[src/rtl/mapper_pkg.sv]
package mapper_pkg;
  // Source selected for the registered I/O read data.
  typedef enum logic [1:0] {
    RSEL_ZERO  = 2'd0,
    RSEL_INDEX = 2'd1,
    RSEL_BANK  = 2'd2
  } rsel_e;

  // Keeps only the implemented low bits of a register image.
  function automatic logic [7:0] keep_mask(input int unsigned nbits);
    logic [7:0] m;
    m = '0;
    for (int i = 0; i < 8; i++) begin
      if (i < nbits) m[i] = 1'b1;
    end
    return m;
  endfunction
endpackage

[src/rtl/mapper_regfile.sv]
module mapper_regfile
  import mapper_pkg::*;
#(
  parameter int unsigned           IO_AW     = 16,
  parameter int unsigned           DW        = 8,
  parameter int unsigned           BANK_W    = 3,
  parameter logic [IO_AW-1:0]      IDX_PORT  = 16'h03C4,
  parameter logic [IO_AW-1:0]      DATA_PORT = 16'h03C5,
  parameter logic [DW-1:0]         BANK_IDX  = 8'h06
) (
  input  logic              clk,
  input  logic              rst,
  input  logic              io_req,
  input  logic              io_we,
  input  logic [IO_AW-1:0]  io_addr,
  input  logic [DW-1:0]     io_wdata,
  output logic [DW-1:0]     io_rdata,
  output logic              io_rvalid,
  output logic [BANK_W-1:0] rd_bank,
  output logic [BANK_W-1:0] wr_bank,
  output logic [DW-1:0]     index_q,
  output logic [DW-1:0]     bank_q
);
  // Two bank fields plus one stored flag bit.
  localparam int unsigned STORED_BITS = 2 * BANK_W + 1;
  localparam logic [DW-1:0] BANK_MASK = DW'(keep_mask(STORED_BITS));

  logic hit_idx, hit_data, bank_sel;
  rsel_e rsel;

  always_comb begin
    hit_idx  = io_req && (io_addr == IDX_PORT);
    hit_data = io_req && (io_addr == DATA_PORT);
    bank_sel = (index_q == BANK_IDX);
    rsel     = RSEL_ZERO;
    if (hit_idx)                rsel = RSEL_INDEX;
    else if (hit_data && bank_sel) rsel = RSEL_BANK;
  end

  // Index and bank registers.
  always_ff @(posedge clk) begin
    if (rst) begin
      index_q <= '0;
      bank_q  <= '0;
    end else if (io_we) begin
      if (hit_idx)                index_q <= io_wdata;
      if (hit_data && bank_sel)   bank_q  <= io_wdata & BANK_MASK;
    end
  end

  // Registered read-back path.
  always_ff @(posedge clk) begin
    if (rst) begin
      io_rdata  <= '0;
      io_rvalid <= 1'b0;
    end else begin
      io_rvalid <= io_req && !io_we;
      unique case (rsel)
        RSEL_INDEX: io_rdata <= index_q;
        RSEL_BANK:  io_rdata <= bank_q;
        default:    io_rdata <= '0;
      endcase
    end
  end

  assign rd_bank = bank_q[BANK_W-1:0];
  assign wr_bank = bank_q[2*BANK_W-1:BANK_W];
endmodule

[src/rtl/mapper_xlate.sv]
module mapper_xlate #(
  parameter int unsigned           SEG_W   = 16,
  parameter int unsigned           OFF_W   = 16,
  parameter int unsigned           BANK_W  = 3,
  parameter int unsigned           DW      = 8,
  parameter logic [SEG_W-1:0]      WIN_SEG = 16'hA000
) (
  input  logic                       clk,
  input  logic                       rst,
  input  logic                       mem_req,
  input  logic                       mem_we,
  input  logic [SEG_W-1:0]           mem_seg,
  input  logic [OFF_W-1:0]           mem_off,
  input  logic [DW-1:0]              mem_wdata,
  input  logic [BANK_W-1:0]          rd_bank,
  input  logic [BANK_W-1:0]          wr_bank,
  output logic                       dm_en,
  output logic                       dm_we,
  output logic [BANK_W+OFF_W-1:0]    dm_addr,
  output logic [DW-1:0]              dm_wdata
);
  localparam int unsigned ADDR_W = BANK_W + OFF_W;

  logic              in_win;
  logic [BANK_W-1:0] use_bank;
  logic [ADDR_W-1:0] next_addr;

  always_comb begin
    in_win    = mem_req && (mem_seg == WIN_SEG);
    use_bank  = mem_we ? wr_bank : rd_bank;
    next_addr = {use_bank, mem_off};
  end

  always_ff @(posedge clk) begin
    if (rst) begin
      dm_en <= 1'b0;
      dm_we <= 1'b0;
    end else begin
      dm_en <= in_win;
      dm_we <= in_win && mem_we;
    end
  end

  // Address and data need no reset; they are qualified by dm_en.
  always_ff @(posedge clk) begin
    if (in_win) begin
      dm_addr <= next_addr;
      if (mem_we) dm_wdata <= mem_wdata;
    end
  end
endmodule

[src/rtl/banked_window_mapper.sv]
module banked_window_mapper #(
  parameter int unsigned           IO_AW     = 16,
  parameter int unsigned           DW        = 8,
  parameter int unsigned           BANK_W    = 3,
  parameter int unsigned           SEG_W     = 16,
  parameter int unsigned           OFF_W     = 16,
  parameter logic [IO_AW-1:0]      IDX_PORT  = 16'h03C4,
  parameter logic [IO_AW-1:0]      DATA_PORT = 16'h03C5,
  parameter logic [DW-1:0]         BANK_IDX  = 8'h06,
  parameter logic [SEG_W-1:0]      WIN_SEG   = 16'hA000,
  localparam int unsigned          ADDR_W    = BANK_W + OFF_W
) (
  input  logic              clk,
  input  logic              rst,
  input  logic              io_req,
  input  logic              io_we,
  input  logic [IO_AW-1:0]  io_addr,
  input  logic [DW-1:0]     io_wdata,
  output logic [DW-1:0]     io_rdata,
  output logic              io_rvalid,
  input  logic              mem_req,
  input  logic              mem_we,
  input  logic [SEG_W-1:0]  mem_seg,
  input  logic [OFF_W-1:0]  mem_off,
  input  logic [DW-1:0]     mem_wdata,
  output logic              dm_en,
  output logic              dm_we,
  output logic [ADDR_W-1:0] dm_addr,
  output logic [DW-1:0]     dm_wdata
);
  logic [BANK_W-1:0] rd_bank, wr_bank;
  logic [DW-1:0]     index_q, bank_q;

  mapper_regfile #(
    .IO_AW(IO_AW), .DW(DW), .BANK_W(BANK_W),
    .IDX_PORT(IDX_PORT), .DATA_PORT(DATA_PORT), .BANK_IDX(BANK_IDX)
  ) u_regs (
    .clk(clk), .rst(rst),
    .io_req(io_req), .io_we(io_we), .io_addr(io_addr), .io_wdata(io_wdata),
    .io_rdata(io_rdata), .io_rvalid(io_rvalid),
    .rd_bank(rd_bank), .wr_bank(wr_bank),
    .index_q(index_q), .bank_q(bank_q)
  );

  mapper_xlate #(
    .SEG_W(SEG_W), .OFF_W(OFF_W), .BANK_W(BANK_W), .DW(DW), .WIN_SEG(WIN_SEG)
  ) u_xlate (
    .clk(clk), .rst(rst),
    .mem_req(mem_req), .mem_we(mem_we), .mem_seg(mem_seg),
    .mem_off(mem_off), .mem_wdata(mem_wdata),
    .rd_bank(rd_bank), .wr_bank(wr_bank),
    .dm_en(dm_en), .dm_we(dm_we), .dm_addr(dm_addr), .dm_wdata(dm_wdata)
  );
endmodule

[config.mk]
export PLATFORM = sky130hd
export DESIGN_NAME = banked_window_mapper
export DESIGN_NICKNAME = d
export VERILOG_FILES = /design/src/rtl/mapper_pkg.sv /design/src/rtl/mapper_regfile.sv /design/src/rtl/mapper_xlate.sv /design/src/rtl/banked_window_mapper.sv
export SDC_FILE = /design/constraint.sdc
export NUM_CORES = 1
export LEC_CHECK = 0
export BUFFER_PORTS_ARGS = -buffer_cell sky130_fd_sc_hd__buf_2
export CORE_UTILIZATION = 44
export DETAILED_ROUTE_END_ITERATION = 8
export GPL_ROUTABILITY_DRIVEN = 0
export GPL_TIMING_DRIVEN = 0
export PLACE_DENSITY = 0.88
export SLEW_MARGIN = 20
export SYNTH_ARGS = -nofsm -noshare
export SYNTH_HDL_FRONTEND = slang
export SYNTH_SLANG_ARGS = --single-unit
export TNS_END_PERCENT = 1
[constraint.sdc]
create_clock -name clk -period 3.1 [get_ports clk]
set_clock_uncertainty 0.2 [all_clocks]
set_input_delay 0.465 -clock clk [delete_from_list [all_inputs] [get_ports clk]]
set_output_delay 0.465 -clock clk [all_outputs]
set_load 0.05 [all_outputs]
After elaboration in Yosys (flattened, before gate mapping) --
Index checks and enable logic that the tools add are counted. Widths: inputs -> output; s select.
Operators by class: order comparisons 0, eq/ne operators 6, mux-type cells 4, reduce and logical (&&, ||, !) cells 10, bitwise logic cells 0, multipliers 0, add/sub/neg operators 0, shift operators 0, divide/modulo/power cells 0
Operators by type and width (count):
- $eq 16x10->1 const B | 2
- $eq 16x16->1 const B | 1
- $pmux 8 s2 | 1
- $eq 8x3->1 const B | 1
- $logic_and 1x1->1 | 6
- $reduce_and 2->1 | 3
- $mux 2 | 2
- $mux 3 | 1
- $eq 2x1->1 const B | 1
- $eq 2x2->1 const B | 1
- $logic_not 1->1 | 1
Word-level totals: register bits 53, memory bits (read-only) 0, memories kept 0, RAM bits 0, latch bits 0, output and inout bits 38

Logic depth before layout (Yosys ltp) --
Gate-level depths: netlist of run 1.
depth after elaboration 7, gate-level depth with buffers 6, depth with buffers taken out 4

Modules after synthesis --
From an unflattened synthesis of run 1, not the netlist that was laid out.
Unflattened totals: cells, all modules 148, area total of the unflattened synthesis 2044.5 µm²
Modules (own cells, without submodules):
- mapper_regfile | cells each 105, area an instance 1076.0 µm², times used 1
- mapper_xlate | cells each 43, area an instance 968.4 µm², times used 1

Worst setup path after synthesis of run 1 --
OpenSTA, ideal clock, no wires.
path kind input to register, from input mem_seg[4], to register u_xlate.dm_wdata[0], enable pin, arrival 2.186 ns, data required time 2.568 ns, slack 0.382 ns, cell stages on the path 4, cell sequence nor4b_1 -> nand4_1 -> nor2_1 -> and2_1
Between the ends: word-level cells in the longest chain between the ends 3
Ends and longest elaborated chain:
- start, declared | line banked_window_mapper.sv:23 | input logic [SEG_W-1:0] mem_seg,
- $eq 16x16->1 | line mapper_xlate.sv:29 | in_win = mem_req && (mem_seg == WIN_SEG);
- $logic_and 1x1->1 | line mapper_xlate.sv:29
- net u_xlate.in_win | line mapper_xlate.sv:24 | logic in_win;
- $reduce_and 2->1 (no line)
- end signal, assigned | line mapper_xlate.sv:48 | if (mem_we) dm_wdata <= mem_wdata;
- end, declared | line mapper_xlate.sv:20 | output logic [DW-1:0] dm_wdata
The timed path passes the listed nets, and every way through them passes these cells. A chain may end at the register's enable or synchronous reset.

Final worst setup path of run 1 --
from input mem_seg[4], to register u_xlate.dm_wdata[7], enable pin
The elaborated chain is that of the path after synthesis.

==> key figures, run 1 <==
Drt
  • Drt pass-1 iters: 4
  • Antenna Nets Post-Route: 0
  • Total wire length: 4470 um
  • DRT iter0 DRCs: 57
  • Residual DRC: 0
  • Avg WL per Cell: 13.8 um
  • Routed vias: between 1.5k and 2k
  • DR vias/cell: slightly above 5

Final layout
  • Fraction of layout cells with a size suffix above 1: 0.480
  • Final #Nets: 340
  • Filler instances: 365
  • Most common cell after layout, fill and taps aside: buf_2
  • Ant diodes: 0
  • Layout area overhead: 32.8%
  • Design area: approximately 2700 um2
  • Commonest non-fill, non-tap cells in the layout: buf_2 (104), edfxtp_1 (27), dfxtp_1 (26), a21oi_1 (21)

GRT
  • Remaining Overflow, GRT: 0
  • Vias in the first global route: around 1.6k
  • Initial antenna violation count: 0
  • All-layer global routing usage: 0.188
  • First-pass GRT wire length: 7190 um
  • Largest net degree at the start of global routing: 21

Power
  • P_leak: 1.09 nW
  • P_sw: between 200 and 250 uW
  • Pwr dens: 429 nW/um2
  • Logic gate share of total power: 0.061
  • Maximum vdd ir drop: 206 uV
  • Internal Power: just over 900 uW
  • Seq pwr share: 0.628
  • Sw Ratio: 0.203
  • Clock share of power: 0.311

Synthesis
  • Seq cells post-synth: 53
  • Area share of the largest cell type after synthesis: 0.396
  • Post-synth ARST share: 0
  • Ys flop type: edfxtp_1
  • Sequential fraction of the synthesis area: 0.650
  • EDFF count, synth: 27
  • Syn_area_per_cell: 12.9 um2
  • Mapped Area: 2050 um2
  • Count of cell types in the netlist: 36
  • Syn nets: 229
  • Cell taking the most area after synthesis: edfxtp_1
  • Synth Warn #: 0
  • Synth top area cells: edfxtp_1 (40%), dfxtp_1 (25%), a21oi_1 (5.1%)
  • Cells after Synth: 159

Worst setup path
  • Worst path depth: 5
  • Startpoint Class: input pin
  • WP buf/inv: 1
  • Critical path, cell by cell: buf_2 > nor4b_1 > nand4_1 > nor2_2 > and2_1
  • CP required: roughly 2.9 ns
  • Slowest library cell on the worst path: nor2_2
  • Family with the most delay on the worst path: simple AND/OR/NAND/NOR gates
  • Worst setup EP type: flip-flop
  • Crit-path max FO: 20
  • CP Class: input pin to flip-flop
  • Slowest cell delay on critical path: 0.76 ns
  • Cells on worst reg2reg path: 4
  • Arrival @ worst endpoint: between 2 and 2.5 ns

Floorplanning
  • I/O pin cnt: between 100 and 150
  • Die area: 4940 um2
  • Cell Rows: 24
  • DIE HEIGHT: 70.3 um
  • Die Width: 70.3 um
  • Core ar.: between 4000 and 5000 um2
  • Starting Density: 0.464

STA
  • Final Critical Period: 2.49 ns
  • Final Cycle Share: 0.804
  • Max-Slew Margin vs Limit: 0.384
  • Worst-Margin Slew: between 0.9 and 1 ns
  • Endpoints failing setup: 0
  • Fin. Hold Viols: 0
  • Unrepaired setup endpoints after global routing: false
  • Post-layout worst setup margin: 0.609 ns
  • Fmax: 401 MHz
  • Slew Limit Fails: 0

Clock tree
  • Clock root cell: clkbuf_8
  • Worst skew pair latency: 0.30 ns
  • Clock sinks: between 50 and 60
  • CTS H-tree lvls: 2
  • CTS Buffer Depth: 2
  • CTS tree: built
  • Post-CTS sizing: 0
  • Inserted Clock Buffers: 5
  • Hold-fix buffers, CTS: 0
  • Clock slew at reported path FFs: 0.09 ns
  • Setup bufs post-CTS: 0

Placed design
  • Placed wire-length estimate: 3470 um
  • Post-DP Area: about 2600 um2
  • Setup WS pre-CTS: about 0.24 ns
  • I/O Buffers: 104

Hold path
  • Hold depth: 1
  • Hold Path Class: input pin to flip-flop

Run status
  • Run status: complete, no violations

Flow run
  • Number of max-cap violations: 0
-- worst paths after layout --
check                           slack, ns                             to                            from
worst max register to register       1.05  u_regs.bank_q[4]$_SDFFE_PP0P_  u_regs.index_q[4]$_SDFFE_PP0P_
worst max-delay path                 0.61  u_xlate.dm_wdata[7]$_DFFE_PP_                      mem_seg[4]
worst min register to register       0.28  u_regs.io_rdata[1]$_SDFF_PP0_  u_regs.index_q[1]$_SDFFE_PP0P_
worst min-delay path                 0.14  u_xlate.dm_addr[10]$_DFFE_PN_                     mem_off[10]
-- metrics by stage --
step	power, mW	util	std cells	hold WS [ns]	TNS (ns)
2_1_floorplan	0.773	-	159	0.243	0
3_3_place_gp	0.819	0.597	315	0.271	-0.432
3_5_place_dp	0.822	0.598	315	0.271	0
4_1_cts	1.18	0.616	323	0.125	0
5_1_grt	1.21	0.616	323	0.123	0
6_report	1.17	0.616	323	0.136	0
-- power groups by stage --
stage                     registers, mW  logic [mW]  clock network (mW)
final                             0.734      0.0708               0.363
after global routing              0.734      0.0770               0.397
after CTS                         0.734      0.0712               0.377
after detailed placement          0.751      0.0709                   0
after global placement            0.751      0.0684                   0
after floorplan                   0.753      0.0206                   0
-- registers in the layout (all words and copies together) (netlist names) --
register	flops
u_regs.bank_q	7
u_regs.index_q	8
u_regs.io_rdata	8
u_regs.io_rvalid	1
u_xlate.dm_addr	19
u_xlate.dm_en	1
u_xlate.dm_wdata	8
u_xlate.dm_we	1
-- cell usage after synthesis, types with 2 or more instances --
cell type and instances:
nand4b_1 8, nor2_1 8, dfxtp_1 26, mux2_2 3, nor4_1 2, clkbuf_1 5
nor2b_1 6, nand4_1 8, or4_4 2, o21ai_1 7, edfxtp_1 27, buf_6 4
a21oi_1 21, o21ai_0 8, nor4b_1 2, nor3b_1 2
-- layout make-up --
cell class | instances | area [um2] | area share
Sequential cell | 53 | 1330 | 0.489
Multi-Input combinational cell | 94 | 634 | 0.233
Timing Repair Buffer | 104 | 520 | 0.191
Buffer | 11 | 82.6 | 0.0303
Clock buffer | 6 | 72.6 | 0.0267
Tap cell | 52 | 65.1 | 0.0239
Clock inverter | 2 | 11.3 | 0.00414
Inverter | 1 | 3.75 | 0.00138
-- per-layer routing --
layer / part of all wire / wire [um] / GRT usage
met4: 0.015 / 69 / 0.0778
met5: 0 / 0 / 0
met3: 0.082 / 367 / 0.0491
met1: 0.41 / 1830 / 0.218
met2: 0.49 / 2200 / 0.325
-- cells by family (layout without fill, tap and decap cells) --
logic type      after synthesis  after routing  synth area share
simple gates                 54             54             0.198
flops                        53             53             0.650
compound gates               37             37            0.0940
buf+inv                      12            124            0.0421
mux                           3              3            0.0165
-- worst register-to-register path, cell delays in order (launching register included) --
cell and delay, ns:
dfxtp_1 0.34, or4_4 0.57, or4_4 0.59, o21ai_1 0.16, a21oi_1 0.07
(Power assumes the default switching activity.)
==> inputs of run 2 (changes only) <==
ABC_AREA = 1   (was default)
CORE_UTILIZATION = 45   (was 44)
PLACE_DENSITY = 0.89   (was 0.88)
clock period = 2.55 ns   (was 3.1 ns; I/O delays follow)
==> key figures, run 2 <==
Floorplanning
  • Die Width: 71.4 um (+1.6%)
  • Die area: 5090 um2 (+3.2%)
  • I/O pin cnt: 108 (unchanged)
  • Cell Rows: 24 (unchanged)
  • Starting Density: 0.484 (+0.0198)
  • Core ar.: 4470 um2 (+1.4%)
  • DIE HEIGHT: 71.4 um (+1.6%)

Worst setup path
  • Arrival @ worst endpoint: 1.45 ns (-0.81 ns)
  • Startpoint Class: input pin
  • Slowest cell delay on critical path: 0.54 ns (-0.22 ns)
  • Crit-path max FO: 19 (-5.0%)
  • Worst reg-to-reg setup slack: 1.02 ns (-0.03 ns)
  • Slowest library cell on the worst path: inv_1
  • Family with the most delay on the worst path: buffers and inverters
  • Reg-to-reg critical path startpoint: u_regs.index_q[1]$_SDFFE_PP0P_
  • Critical path, cell by cell: buf_2 > nor2_1 > nand2_1 > nor3_1 > nand3_1 > inv_1
  • Reg2reg end: u_regs.bank_q[4]$_SDFFE_PP0P_
  • Worst setup startpoint: mem_seg[5]
  • WP buf/inv: 2 (+1)
  • CP Class: input pin to flip-flop
  • CP required: 2.29 ns (-0.58 ns)
  • Cells on worst reg2reg path: 9 (+5)
  • Worst setup EP type: flip-flop

Final layout
  • Fraction of layout cells with a size suffix above 1: 0.418 (-0.0618)
  • Layout area overhead: 31.4%
  • Most common cell after layout, fill and taps aside: buf_2
  • Ant diodes: 0 (unchanged)
  • Most flop-heavy register: u_xlate.dm_addr
  • Largest register FFs: 19 (unchanged)
  • Final #Nets: 416 (+22%)
  • Commonest non-fill, non-tap cells in the layout: buf_2 (107), nand2_1 (57), nor2_1 (45), edfxtp_1 (27), dfxtp_1 (26)

Clock tree
  • Worst skew pair latency: 0.30 ns (about the same)
  • CTS H-tree lvls: 2 (unchanged)
  • Post-CTS sizing: 0 (unchanged)
  • Clock sinks: 53 (unchanged)
  • Hold-fix buffers, CTS: 0 (unchanged)
  • CTS tree: built
  • Setup bufs post-CTS: 0 (unchanged)
  • Inserted Clock Buffers: 5 (unchanged)
  • Clock root cell: clkbuf_8
  • CTS Buffer Depth: 2 (unchanged)
  • Clock slew at reported path FFs: 0.09 ns (about the same)

Synthesis
  • Count leader, synth: nand2_1
  • Seq cells post-synth: 53 (unchanged)
  • Syn_area_per_cell: 9.26 um2 (-28%)
  • EDFF count, synth: 27 (unchanged)
  • Ys flop type: edfxtp_1
  • Mapped Area: 2170 um2 (+5.7%)
  • Count of cell types in the netlist: 24 (-33%)
  • Sequential fraction of the synthesis area: 0.615 (-0.0349)
  • Syn nets: 304 (+33%)
  • Synth cell count leaders: nand2_1 (57), nor2_1 (45), edfxtp_1 (27)
  • Area share of the largest cell type after synthesis: 0.374 (-0.0213)
  • Cells after Synth: 234 (+47%)
  • Post-synth ARST share: 0 (unchanged)
  • Cell taking the most area after synthesis: edfxtp_1
  • Synth top area cells: edfxtp_1 (37%), dfxtp_1 (24%), nand2_1 (9.9%)
  • Synth Warn #: 0 (unchanged)

Power
  • Seq pwr share: 0.617 (-0.011)
  • Pwr dens: 508 nW/um2 (+18%)
  • Sw Ratio: 0.215 (+0.0125)
  • Internal Power: 1.14 mW (+22%)
  • P_leak: 1.37 nW (+25%)
  • Maximum vdd ir drop: 238 uV (+16%)
  • P_sw: 312 uW (+31%)
  • Logic gate share of total power: 0.065 (+0.004)
  • Clock share of power: 0.318 (+0.007)
  • Design Power: 1.45 mW (+24%)

Hold path
  • Hold Path End: u_xlate.dm_addr[10]$_DFFE_PN_
  • Hold path start: mem_off[10]
  • Hold Path Class: input pin to flip-flop
  • Hold depth: 1 (unchanged)

Drt
  • DR vias/cell: 4.62 (-11%)
  • Drt pass-1 iters: 7 (+3)
  • DRT iter0 DRCs: 97 (+70%)
  • Routed vias: 1842 (+9.7%)
  • Antenna Nets Post-Route: 0 (unchanged)
  • Residual DRC: 14 (+14)
  • Total wire length: 4470 um (+0.13%)
  • Avg WL per Cell: 11.2 um (-19%)

GRT
  • Vias in the first global route: 1635 (+0.55%)
  • Largest net degree at the start of global routing: 20 (-4.8%)
  • First-pass GRT wire length: 7280 um (+1.3%)
  • All-layer global routing usage: 0.187 (-0.000361)
  • Remaining Overflow, GRT: 0 (unchanged)
  • Initial antenna violation count: 0 (unchanged)

STA
  • Max-Slew Margin vs Limit: 0.541 (+0.157)
  • Final Critical Period: 1.71 ns
  • Worst-Margin Slew: 0.688 ns (-0.235 ns)
  • Unrepaired setup endpoints after global routing: false
  • Slew Limit Fails: 0 (unchanged)
  • Fmax: a little under 600 MHz
  • Fin. Hold Viols: 0 (unchanged)
  • Final Cycle Share: 0.670
  • Setup TNS: 0 ns (unchanged)
  • Endpoints failing setup: 0 (unchanged)

Placed design
  • Placed wire-length estimate: 3530 um (+1.7%)
  • I/O Buffers: 105 (+0.96%)

Flow run
  • Number of max-cap violations: 0 (unchanged)

Run status
  • Run status: complete, but fails checks
  • Violated checks: DRC
==> run 2: cell types whose count changed after synthesis, sizes merged, moves of 3 or more <==
cell / before / now
inv: 1 / 26
nor2: 8 / 51
nand3: 1 / 11
nor4: 4 / 0
nand4: 9 / 1
mux2: 3 / 0
nand2: 1 / 66
nand4b: 8 / 0
clkbuf: 7 / 3
nor2b: 6 / 0
nor4b: 3 / 0
o21ai: 15 / 0
a21oi: 21 / 14
==> run 2: per-stage QoR <==
step	setup slack (ns)	instance area (um2)	std cells	hold WS (ns)	utilization
2_1_floorplan	0.796	2170	234	0.250	-
3_3_place_gp	0.529	2760	391	0.267	0.616
3_5_place_dp	0.494	2760	391	0.273	0.616
4_1_cts	0.826	2850	399	0.0379	0.636
5_1_grt	0.726	2850	399	0.0293	0.636
6_report	0.841	2850	399	0.0468	0.636
==> run 2: worst max-delay path by stage <==
| stage | end | slack, ns | depth (start not counted) |
|---|---|---|---|
| CTS | u_xlate.dm_addr[15]$_DFFE_PN_ | 0.83 | 6 |
| detailed placement | u_xlate.dm_addr[4]$_DFFE_PN_ | 0.49 | 6 |
| floorplan | u_xlate.dm_addr[0]$_DFFE_PN_ | 0.80 | 5 |
| global placement | u_xlate.dm_addr[6]$_DFFE_PN_ | 0.53 | 6 |
| finish | u_xlate.dm_addr[17]$_DFFE_PN_ | 0.84 | 6 |
| global route | u_xlate.dm_addr[17]$_DFFE_PN_ | 0.73 | 6 |
==> run 2: kinds of logic (layout without fill, tap and decap cells) <==
| family | Yosys count | in the layout | synth area share |
|---|---|---|---|
| compound gates | 14 | 14 | 0.0462 |
| buf+inv | 33 | 146 | 0.0693 |
| simple gates | 134 | 134 | 0.270 |
| flops | 53 | 53 | 0.615 |
==> run 2: metal layers <==
metal | track usage | share of wire
met4 | 0.0711 | 0.0078
met1 | 0.223 | 0.40
met2 | 0.324 | 0.49
met3 | 0.0506 | 0.10
met5 | 0 | 0
==> run 2: final cells by class <==
class | instances | area (um2)
buffer | 7 | 52.6
clock buffer | 5 | 68.8
clock inverter | 3 | 21.3
fill | 362 | 1630
inverter | 26 | 97.6
multi-input combinational | 148 | 684
sequential | 53 | 1330
tap | 52 | 65.1
timing repair buffer | 105 | 526
==> run 2: power groups by stage <==
stage                     clock network [mW]  registers (mW)  logic, mW
final                                  0.461           0.893     0.0937
after global placement                     0           0.913     0.0900
after global routing                   0.509           0.893      0.106
after CTS                              0.471           0.893     0.0943
after floorplan                            0           0.915     0.0307
after detailed placement                   0           0.913     0.0941
==> inputs of run 3 (changes only) <==
clock period = 1.73 ns   (was 2.55 ns; I/O delays follow)
==> key figures, run 3 (synthesis results as in run 2) <==
Run status
  • Run status: complete, but fails checks
  • Violated checks: DRC

Hold path
  • Hold Path End: u_regs.index_q[2]$_SDFFE_PP0P_
  • Hold path start: io_wdata[2]
  • Hold depth: 3 (+2)
  • Hold Path Class: input pin to flip-flop

GRT
  • All-layer global routing usage: 0.214 (+0.0264)
  • Initial antenna violation count: 0 (unchanged)
  • Remaining Overflow, GRT: 0 (unchanged)
  • Largest net degree at the start of global routing: 20 (unchanged)
  • Vias in the first global route: 1802 (+10%)
  • First-pass GRT wire length: 8280 um (+14%)

Floorplanning
  • I/O pin cnt: 108 (unchanged)
  • Cell Rows: 24 (unchanged)
  • DIE HEIGHT: 71.4 um (unchanged)
  • Die area: 5090 um2 (unchanged)
  • Core ar.: 4470 um2 (unchanged)
  • Starting Density: 0.484 (unchanged)
  • Die Width: 71.4 um (unchanged)

Worst setup path
  • Slowest cell delay on critical path: 0.54 ns (about the same)
  • Critical path, cell by cell: buf_2 > nor2_1 > nand2_1 > nor3_1 > nand3_1 > inv_1
  • Crit-path max FO: 19 (unchanged)
  • Startpoint Class: input pin
  • Slowest library cell on the worst path: inv_1
  • Worst reg-to-reg setup slack: 0.20 ns (-0.82 ns)
  • CP required: 1.48 ns (-0.81 ns)
  • Arrival @ worst endpoint: 1.42 ns (-0.03 ns)
  • Cells on worst reg2reg path: 9 (unchanged)
  • Family with the most delay on the worst path: buffers and inverters
  • WP buf/inv: 2 (unchanged)
  • Reg2reg end: u_regs.bank_q[4]$_SDFFE_PP0P_
  • Worst setup EP type: flip-flop
  • CP Class: input pin to flip-flop
  • Reg-to-reg critical path startpoint: u_regs.index_q[1]$_SDFFE_PP0P_

STA
  • Worst-Margin Slew: 0.675 ns (-0.0123 ns)
  • Final Cycle Share: 0.965
  • Max-Slew Margin vs Limit: 0.549 (+0.00823)
  • Endpoints failing setup: 0 (unchanged)
  • Fin. Hold Viols: 0 (unchanged)
  • Slew Limit Fails: 0 (unchanged)
  • Fmax: about 600 MHz
  • Worst Hold Slack: 0.00536 ns (-0.0415 ns)
  • Unrepaired setup endpoints after global routing: true
  • Final Critical Period: 1.67 ns

Final layout
  • Largest register FFs: 19 (unchanged)
  • Final core utilization: 0.697 (+0.0604)
  • Layout area overhead: 43.9%
  • Design area: 3120 um2 (+9.5%)
  • Most flop-heavy register: u_xlate.dm_addr
  • Final #Nets: 443 (+6.5%)
  • Non-filler cells, final: 426 (+6.8%)
  • Filler instances: 316 (-13%)
  • Commonest non-fill, non-tap cells in the layout: buf_2 (107), nand2_1 (57), nor2_1 (45), dlygate4sd3_1 (27), edfxtp_1 (27)
  • Most common cell after layout, fill and taps aside: buf_2
  • Ant diodes: 0 (unchanged)
  • Fraction of layout cells with a size suffix above 1: 0.388 (-0.0302)

Drt
  • DRT iter0 DRCs: 146 (+51%)
  • Total wire length: 5170 um (+16%)
  • Antenna Nets Post-Route: 0 (unchanged)
  • Residual DRC: 14 (unchanged)
  • Routed vias: 1963 (+6.6%)
  • DR vias/cell: 4.61 (-0.19%)
  • Drt pass-1 iters: 8 (+1)
  • Avg WL per Cell: 12.1 um (+8.3%)

Clock tree
  • Clock slew at reported path FFs: 0.09 ns (about the same)
  • Clock sinks: 53 (unchanged)
  • Setup bufs post-CTS: 0 (unchanged)
  • CTS H-tree lvls: 2 (unchanged)
  • Clock root cell: clkbuf_8
  • CTS Buffer Depth: 2 (unchanged)
  • CTS tree: built
  • Worst skew pair latency: 0.31 ns (about the same)
  • Post-CTS sizing: 0 (unchanged)
  • Inserted Clock Buffers: 5 (unchanged)

Power
  • Logic gate share of total power: 0.087 (+0.022)
  • Pwr dens: 700 nW/um2 (+38%)
  • P_leak: 1.48 nW (+8.2%)
  • Internal Power: 1.71 mW (+51%)
  • Design Power: 2.18 mW (+51%)
  • Clock share of power: 0.310 (-0.008)
  • P_sw: 470 uW (+51%)
  • Maximum vdd ir drop: 364 uV (+53%)
  • Seq pwr share: 0.603 (-0.014)
  • Sw Ratio: 0.215 (-0.000320)

Placed design
  • Placed wire-length estimate: 3530 um (unchanged)
  • I/O Buffers: 105 (unchanged)
  • Placed Cells: 391 (unchanged)
  • Post-DP Area: 2760 um2 (unchanged)

Flow run
  • Number of max-cap violations: 0 (unchanged)
-- run 3: cell count changes in the layout (fill, tap and decap cells not counted), sizes merged --
cell,before,now
dlygate4sd3,0,27
-- run 3: per-layer routing --
layer  wire length (um)  up-vias  GRT usage  part of all wire
met5                  0        -          0                 0
met1               2040      854      0.252              0.39
li1                   -     1012          -                 -
met3                491        8     0.0549             0.095
met4                 84        0     0.0800             0.016
met2               2560       89      0.375              0.49
-- run 3: how the worst max path moves through the flow --
| stage | from | end | depth (start not counted) |
|---|---|---|---|
| final | mem_seg[5] | u_xlate.dm_addr[13]$_DFFE_PN_ | 6 |
| after global routing | mem_seg[5] | u_xlate.dm_wdata[4]$_DFFE_PP_ | 6 |
| after CTS | mem_seg[5] | u_xlate.dm_addr[15]$_DFFE_PN_ | 6 |
| after detailed placement | mem_seg[5] | u_xlate.dm_addr[4]$_DFFE_PN_ | 6 |
| after global placement | mem_seg[5] | u_xlate.dm_addr[6]$_DFFE_PN_ | 6 |
| after floorplan | mem_seg[5] | u_xlate.dm_addr[0]$_DFFE_PN_ | 5 |
-- run 3: repair_timing --
item                                    CTS  global route
endpoints found under the hold margin    27             0
hold buffers                             27             0
endpoints found under the setup margin    0            27
-- run 3: power by group through the flow --
stage / sequential, mW / clock [mW] / combinational, mW
floorplan: 1.35 / 0 / 0.0452
detailed placement: 1.35 / 0 / 0.139
global placement: 1.35 / 0 / 0.133
finish: 1.32 / 0.677 / 0.190
global route: 1.32 / 0.746 / 0.209
CTS: 1.32 / 0.694 / 0.187
-- run 3: layout make-up --
class | count | area (um2) | area share
sequential | 53 | 1330 | 0.427
timing repair buffer | 132 | 796 | 0.255
multi-input combinational | 148 | 684 | 0.220
inverter | 26 | 97.6 | 0.0313
clock buffer | 5 | 68.8 | 0.0221
tap | 52 | 65.1 | 0.0209
buffer | 7 | 52.6 | 0.0169
clock inverter | 3 | 21.3 | 0.00682
-- run 3: per-stage QoR --
step / setup TNS (ns) / worst slack [ns]
final: 0 / 0.0599
after global routing: -1.29 / -0.0563
after CTS: 0 / 0.129
after detailed placement: -5.26 / -0.203
after global placement: -4.22 / -0.168
after floorplan: 0 / 0.0993
-- run 3: worst reg2reg max path: stages (launching register included) --
cell and delay [ns]:
dfxtp_1 0.36, nand2_1 0.06, inv_1 0.05, nand2_1 0.07
nor2_2 0.12, nand2_1 0.07, nor2_2 0.25, nand3_1 0.11
nand2_1 0.09, nor2_1 0.04
